**config.mk**
```make
export PLATFORM = sky130hd
export DESIGN_NAME = hdlc_slot_rx
export DESIGN_NICKNAME = d
export VERILOG_FILES = /design/src/rtl/hdlc_rx_pkg.sv /design/src/rtl/hdlc_bit_deframer.sv /design/src/rtl/hdlc_rx_crc.sv /design/src/rtl/hdlc_byte_queue.sv /design/src/rtl/hdlc_slot_rx.sv
export SDC_FILE = /design/constraint.sdc
export NUM_CORES = 1
export LEC_CHECK = 0
export ABC_AREA = 1
export BUFFER_PORTS_ARGS = -buffer_cell sky130_fd_sc_hd__buf_2
export CAP_MARGIN = 15
export CORE_MARGIN = 4
export CORE_UTILIZATION = 45
export DETAILED_ROUTE_END_ITERATION = 10
export PLACE_DENSITY_LB_ADDON = 0.3
export SLEW_MARGIN = 20
export SYNTH_ARGS = -nofsm -noshare
export SYNTH_HDL_FRONTEND = slang
export SYNTH_HIERARCHICAL = 1
export SYNTH_SLANG_ARGS = --single-unit
```
**constraint.sdc**
```tcl
create_clock -name clk -period 3.05 [get_ports clk]
set_input_delay 0.305 -clock clk [delete_from_list [all_inputs] [get_ports clk]]
set_output_delay 0.305 -clock clk [all_outputs]
set_load 0.02 [all_outputs]
```
**src/rtl/hdlc_rx_pkg.sv**
```systemverilog
package hdlc_rx_pkg;
  localparam logic [15:0] CRC16_POLY = 16'h1021;
  localparam logic [15:0] CRC16_GOOD = 16'h1D0F;
  localparam logic [31:0] CRC32_POLY = 32'h04C1_1DB7;
  localparam logic [31:0] CRC32_GOOD = 32'hC704_DD7B;

  typedef enum logic [1:0] {FR_HUNT, FR_SYNC, FR_ACTIVE} fr_state_e;

  typedef struct packed {
    logic       is_stat;
    logic [7:0] data;
  } rx_item_t;
endpackage

```
**src/rtl/hdlc_bit_deframer.sv**
```systemverilog
module hdlc_bit_deframer #(
  parameter int FLAG_ONES = 6
) (
  input  logic clk,
  input  logic rst_n,
  input  logic bit_take,
  input  logic bit_in,
  output logic flag_ev,
  output logic abort_ev,
  output logic dbit_vld,
  output logic dbit
);
  localparam int DLY = FLAG_ONES + 1;
  localparam int OW  = $clog2(FLAG_ONES + 2);
  localparam int DW  = $clog2(DLY + 1);

  logic [OW-1:0]  ones;
  logic [DLY-1:0] dline;
  logic [DW-1:0]  dcnt;
  logic           stuffed, in_abort, keep;

  always_comb begin
    flag_ev  = bit_take && !bit_in && (ones == OW'(FLAG_ONES));
    abort_ev = bit_take &&  bit_in && (ones == OW'(FLAG_ONES));
    stuffed  = bit_take && !bit_in && (ones == OW'(FLAG_ONES - 1));
    in_abort = ones > OW'(FLAG_ONES);
    keep     = bit_take && !flag_ev && !abort_ev && !stuffed && !in_abort;
    dbit_vld = keep && (dcnt == DW'(DLY));
    dbit     = dline[0];
  end

  always_ff @(posedge clk) begin
    if (!rst_n) begin
      ones  <= '0;
      dline <= '0;
      dcnt  <= '0;
    end else begin
      if (bit_take) begin
        if (!bit_in) ones <= '0;
        else if (!in_abort) ones <= ones + OW'(1);
      end
      if (flag_ev || abort_ev) begin
        dcnt <= '0;
      end else if (keep) begin
        dline <= {bit_in, dline[DLY-1:1]};
        if (dcnt != DW'(DLY)) dcnt <= dcnt + DW'(1);
      end
    end
  end

  AST_ABORT_ONCE: assert property (@(posedge clk) disable iff (!rst_n)
    abort_ev |=> !abort_ev);
  AST_FLAG_EMPTIES_LINE: assert property (@(posedge clk) disable iff (!rst_n)
    flag_ev |=> !dbit_vld);
endmodule

```
**src/rtl/hdlc_rx_crc.sv**
```systemverilog
module hdlc_rx_crc
  import hdlc_rx_pkg::*;
(
  input  logic clk,
  input  logic rst_n,
  input  logic clr,
  input  logic en,
  input  logic bit_in,
  input  logic wide,
  output logic crc_ok
);
  logic [31:0] crc;
  logic [15:0] nxt16;
  logic [31:0] nxt32;

  always_comb begin
    nxt16  = {crc[14:0], 1'b0} ^ ((crc[15] ^ bit_in) ? CRC16_POLY : 16'h0);
    nxt32  = {crc[30:0], 1'b0} ^ ((crc[31] ^ bit_in) ? CRC32_POLY : 32'h0);
    crc_ok = wide ? (crc == CRC32_GOOD) : (crc[15:0] == CRC16_GOOD);
  end

  always_ff @(posedge clk) begin
    if (!rst_n || clr) crc <= '1;
    else if (en)       crc <= wide ? nxt32 : {crc[31:16], nxt16};
  end
endmodule

```
**src/rtl/hdlc_byte_queue.sv**
```systemverilog
module hdlc_byte_queue #(
  parameter int DEPTH = 8,
  parameter int W     = 9
) (
  input  logic         clk,
  input  logic         rst_n,
  input  logic         push,
  input  logic [W-1:0] push_data,
  output logic         out_valid,
  input  logic         out_ready,
  output logic [W-1:0] out_data
);
  localparam int AW = (DEPTH > 1) ? $clog2(DEPTH) : 1;

  logic [W-1:0] mem [DEPTH];
  logic [AW-1:0] rd, wr;
  logic [AW:0]   cnt;
  logic          do_push, do_pop;

  always_comb begin
    out_valid = cnt != '0;
    out_data  = mem[rd];
    do_pop    = out_valid && out_ready;
    do_push   = push && (cnt != (AW+1)'(DEPTH));
  end

  always_ff @(posedge clk) begin
    if (!rst_n) begin
      rd  <= '0;
      wr  <= '0;
      cnt <= '0;
    end else begin
      if (do_push) begin
        mem[wr] <= push_data;
        wr <= (wr == AW'(DEPTH - 1)) ? '0 : wr + AW'(1);
      end
      if (do_pop) rd <= (rd == AW'(DEPTH - 1)) ? '0 : rd + AW'(1);
      cnt <= cnt + (AW+1)'(do_push) - (AW+1)'(do_pop);
    end
  end

  AST_HOLD_STABLE: assert property (@(posedge clk) disable iff (!rst_n)
    out_valid && !out_ready |=> out_valid && $stable(out_data));
endmodule

```
**src/rtl/hdlc_slot_rx.sv**
```systemverilog
module hdlc_slot_rx
  import hdlc_rx_pkg::*;
#(
  parameter int Q_DEPTH  = 8,
  parameter int HOLD_MAX = 4
) (
  input  logic       clk,
  input  logic       rst_n,
  input  logic       cfg_crc32,
  input  logic       cfg_keep_crc,
  input  logic       ser_en,
  input  logic       slot_act,
  input  logic       ser_bit,
  output logic       m_valid,
  input  logic       m_ready,
  output logic [7:0] m_data,
  output logic       m_is_stat,
  output logic [7:0] stat_q
);
  localparam int HW = $clog2(HOLD_MAX + 1);

  logic flag_ev, abort_ev, dbit_vld, dbit, crc_ok;
  fr_state_e st;
  logic [7:0] sr, new_byte, stat_byte;
  logic [2:0] bcnt;
  logic [7:0] hold    [HOLD_MAX];
  logic [7:0] hold_sh [HOLD_MAX];
  logic [HW-1:0] hcnt, drain_n, hold_lim;
  logic stat_pend, take_bit, byte_done, byte_push, drain_push, stat_push;
  logic frame_end, q_push;
  rx_item_t q_item, q_out;

  hdlc_bit_deframer #(.FLAG_ONES(6)) u_deframe (
    .clk(clk), .rst_n(rst_n), .bit_take(ser_en && slot_act), .bit_in(ser_bit),
    .flag_ev(flag_ev), .abort_ev(abort_ev), .dbit_vld(dbit_vld), .dbit(dbit));

  hdlc_rx_crc u_crc (
    .clk(clk), .rst_n(rst_n), .clr(flag_ev || abort_ev), .en(take_bit),
    .bit_in(dbit), .wide(cfg_crc32), .crc_ok(crc_ok));

  for (genvar i = 0; i < HOLD_MAX; i++) begin : g_shift
    if (i == HOLD_MAX - 1) begin : g_top
      assign hold_sh[i] = 8'h00;
    end else begin : g_mid
      assign hold_sh[i] = hold[i+1];
    end
  end

  always_comb begin
    hold_lim   = cfg_crc32 ? HW'(HOLD_MAX) : HW'(HOLD_MAX / 2);
    take_bit   = dbit_vld && (st != FR_HUNT);
    new_byte   = {dbit, sr[7:1]};
    byte_done  = take_bit && (bcnt == 3'd7);
    byte_push  = byte_done && (hcnt == hold_lim);
    drain_push = drain_n != '0;
    stat_push  = !drain_push && stat_pend;
    frame_end  = (flag_ev || abort_ev) && (st == FR_ACTIVE);
    q_push     = byte_push || drain_push || stat_push;
    q_item     = stat_push ? rx_item_t'{is_stat: 1'b1, data: stat_byte}
                           : rx_item_t'{is_stat: 1'b0, data: hold[0]};
  end

  always_ff @(posedge clk) begin
    if (!rst_n) begin
      st        <= FR_HUNT;
      sr        <= '0;
      bcnt      <= '0;
      hcnt      <= '0;
      drain_n   <= '0;
      stat_pend <= 1'b0;
      stat_byte <= '0;
      stat_q    <= '0;
      for (int i = 0; i < HOLD_MAX; i++) hold[i] <= '0;
    end else begin
      if (flag_ev)       st <= FR_SYNC;
      else if (abort_ev) st <= FR_HUNT;
      else if (take_bit) st <= FR_ACTIVE;

      if (flag_ev || abort_ev) begin
        bcnt <= '0;
      end else if (take_bit) begin
        sr   <= new_byte;
        bcnt <= bcnt + 3'd1;
      end

      for (int i = 0; i < HOLD_MAX; i++) begin
        if (byte_push)
          hold[i] <= (HW'(i) == hold_lim - HW'(1)) ? new_byte : hold_sh[i];
        else if (byte_done && HW'(i) == hcnt)
          hold[i] <= new_byte;
        else if (drain_push)
          hold[i] <= hold_sh[i];
      end

      if (flag_ev || abort_ev)          hcnt <= '0;
      else if (byte_done && !byte_push) hcnt <= hcnt + HW'(1);

      if (frame_end)       drain_n <= cfg_keep_crc ? hcnt : '0;
      else if (drain_push) drain_n <= drain_n - HW'(1);

      if (frame_end) begin
        stat_pend <= 1'b1;
        stat_byte <= {5'b0, bcnt != 3'd0, abort_ev, crc_ok};
      end else if (stat_push) begin
        stat_pend <= 1'b0;
        stat_q    <= stat_byte;
      end
    end
  end

  hdlc_byte_queue #(.DEPTH(Q_DEPTH), .W($bits(rx_item_t))) u_queue (
    .clk(clk), .rst_n(rst_n), .push(q_push), .push_data(q_item),
    .out_valid(m_valid), .out_ready(m_ready), .out_data(q_out));

  assign m_data    = q_out.data;
  assign m_is_stat = q_out.is_stat;

  AST_NO_PUSH_CLASH: assert property (@(posedge clk) disable iff (!rst_n)
    !(byte_done && (drain_push || stat_pend)));
  AST_STAT_TO_REG: assert property (@(posedge clk) disable iff (!rst_n)
    stat_push |=> stat_q == $past(q_item.data));
  AST_DROP_WITHOUT_KEEP: assert property (@(posedge clk) disable iff (!rst_n)
    frame_end && !cfg_keep_crc |=> drain_n == '0);
endmodule

```
==> results by group <==
Global route
  • Number of global-route vias before repair: 6178
  • Congestion Overflow GR: 0
  • GRT Util Overall: 16.5%
  • Antenna violations before repair: 0
  • Largest net degree at the start of global routing: 37
  • First-pass GRT wire length: 29900 microns

Final layout
  • Share of cells above drive strength 1: 12.1%
  • Fillers: 1839
  • Core Util, Final: 51.2%
  • Area Growth Syn to Fin: 10.8%
  • Non-Filler Instances: 1396
  • # diodes: 0
  • Final #Nets: 1152

CTS
  • # clock sinks: 187
  • CTS HTree Levels: 4
  • Worst-Skew Late Latency: 0.43 ns
  • Clock buffer count from CTS: 17
  • CTS tree: built
  • Max Buffers Root-to-Sink: 2
  • Hold-fix buffers at CTS: 0
  • Worst-path clk slew: 0.07 ns
  • CTS root buf: clkbuf_16

Logic synthesis
  • Avg Cell Area, Syn: 8.39 sq um
  • Top-area cell type share of the netlist area: 34.2%
  • Cell taking the most area after synthesis: edfxtp_1
  • Mapped cell area: 0.00912 sq mm
  • Yosys warning total: 6
  • Cells after synthesis: 1087
  • Top_reg_cell synth: edfxtp_1
  • Synth area leaders: edfxtp_1 (34%), dfxtp_1 (18%), nand2_1 (13%)
  • Count of unique library cells instantiated by Yosys: 45
  • Yosys reg bits: 187
  • Ys async rst share: 0%
  • Number of synthesized flops with an enable pin: 104
  • Post-synthesis sequential area ratio: 52.5%

Status
  • Run status: completed

Route
  • ANT nets after route: 0
  • First-pass DRT Iterations: 5
  • Total Wirelength: 17800 microns
  • DRC Markers: 0
  • Drt first-iter violations: 399
  • Vias per std cell: 4.81
  • Avg WL per Cell: 12.7 microns
  • Vias: 6713

Setup path
  • WP data required: 3.42 ns
  • Arr. time, crit path: 3.19 ns
  • Critical path type: reg -> reg
  • Worst-path maximum fanout: 4
  • Endpoint class of the critical path: flop
  • Setup crit start kind: flop

Pwr
  • Power Density: 735 mW/mm^2
  • Maximum vdd drop: 0.000446 V
  • P_leak: 4.65 nW

Timing
  • Fin crit period: 2.83 ns
  • Slew headroom: 50.1%
  • Finish-stage setup viols: 0
  • Clock Skews: 0.0104 ns
  • Pins Over Slew Limit: 0
  • Final period util: 92.6%
  • RSZ-0062 raised after global routing: no
  • Peak Freq: 354 MHz
  • Final Hold Fails: 0
  • Actual slew at the worst max-slew pin: 0.747 ns

Worst hold path
  • Hold crit path type: in -> reg

Place
  • Placed wire-length estimate: 12500 microns
  • Placed cell count: 1362
  • # port buffers: 20
  • GP Congestion: 0.771

Die
  • # rows: 51
  • Ports: 26
  • Die X: 150 microns
  • Die span in y: 150 microns
  • Placeable Area: 0.0197 sq mm
  • Starting density of the core: 46.3%
  • Die area: 0.0226 sq mm

Run
  • Max_cap viols: 0
[layout make-up]
cell class / count / area, sq um / area share [%]
sequential: 187 / 4790 / 47.4
clock buffer: 18 / 429 / 4.25
inverter: 184 / 704 / 6.97
timing repair buffer: 42 / 265 / 2.63
tap: 265 / 332 / 3.28
clock inverter: 14 / 193 / 1.91
multi-input combinational: 686 / 3400 / 33.6
[metal layers]
metal  up-vias  share of wire, %  global-route usage [%]
li1       3513                 -                       -
met1      3085                47                    21.4
met2        94                49                    28.2
met3        21               3.0                    2.86
met4         0               1.3                    5.17
met5         -                 0                       0
[synthesized netlist by cell type (3+ instances only)]
master / number
o22ai_1: 3
buf_6: 6
inv_2: 8
nand2_4: 8
o21ai_0: 29
ha_1: 25
nor2_1: 83
xor2_1: 3
dfxtp_1: 83
nand4_1: 4
nand2_1: 306
a21oi_2: 3
buf_4: 12
clkinv_2: 3
nor2_4: 5
a21oi_1: 73
nor2_2: 6
nand3_2: 4
nor3_1: 8
nand2_2: 15
nand3_1: 79
buf_2: 11
inv_1: 169
o211ai_1: 11
edfxtp_1: 104
[worst max-delay path, stage by stage (launching register included)]
cell,delay (ns)
dfxtp_2,0.36
inv_1,0.06
ha_1,0.23
nand2_4,0.09
nand3_2,0.10
inv_2,0.08
nand2_2,0.06
nor2_2,0.12
nand2_4,0.07
inv_4,0.06
nand2_4,0.06
nor2_4,0.12
nor2_2,0.06
nand2_1,0.09
nand2_1,0.06
ha_1,0.27
inv_1,0.03
ha_1,0.20
fa_1,0.39
nand2_1,0.08
nand2_1,0.04
nor2_1,0.10
[cells in the final DEF (no fill, tap or decap), drive strengths merged, types with 2 or more instances in the layout]
cell type  instances
nand3b             2
buf               42
clkinv             8
edfxtp           104
nand3             84
o211ai            12
inv              183
nand2            329
dfxtp             83
nor2              94
xor2               3
nand4              5
nor3               9
a21oi             76
o22ai              3
conb               5
bufinv             4
clkbuf            18
o21ai             33
clkinvlp           3
ha                25
[stage by stage]
stage / hold WS, ns / power, mW / setup slack, ns / TNS, ns / cell area (sq um)
detailed placement: 0.459 / 5.16 / 0.0904 / 0 / 9460
global route: 0.159 / 7.89 / 0.00774 / 0 / 10100
floorplan: 0.441 / 4.70 / -0.00409 / -0.147 / 9140
CTS: 0.141 / 7.50 / 0.0567 / 0 / 10100
finish: 0.163 / 7.43 / 0.225 / 0 / 10100
global placement: 0.450 / 5.12 / 0.152 / 0 / 9460
[kinds of logic after synthesis]
logic type	Yosys count	share of synthesized area, %
buffers and inverters	218	10.5
AOI/OAI and AO/OA	126	7.59
other	1	0.0411
and+or+nand+nor	525	25.4
DFF	187	52.5
adders and majority gates	26	3.65
xor gates and xnor gates	4	0.384
[worst paths after layout]
path                                   startpoint                              end  slack [ns]  depth (start not counted)
setup / recovery   u_deframe/ones[0]$_SDFFE_PN0P_        u_queue/cnt[2]$_SDFF_PN0_        0.22                         21
hold / removal                            ser_bit  u_deframe/dline[6]$_SDFFE_PN0P_        0.16                          3
setup reg to reg   u_deframe/ones[0]$_SDFFE_PN0P_        u_queue/cnt[2]$_SDFF_PN0_        0.22                         21
hold reg to reg   u_deframe/dline[6]$_SDFFE_PN0P_  u_deframe/dline[6]$_SDFFE_PN0P_        0.47                          2
[where the power goes]
part           internal [mW]  total, mW  switching [mW]
Sequential              3.08       3.24           0.161
Combinational          0.598       1.85            1.25
Clock                   1.38       2.34           0.963
[sequential cells by signal, summed over array words and instances (netlist names), 4 cells and up, named ones only]
register         count
u_crc/crc           32
u_queue/cnt          4
sr                   7
u_deframe/dline      7
hold                32
u_queue/mem         72
[repair_timing]
action                                  in CTS  in global routing
endpoints found under the setup margin       0                  3
setup buffers                                0                  2
resized for setup                            0                  2
(Power assumes the default switching activity.)
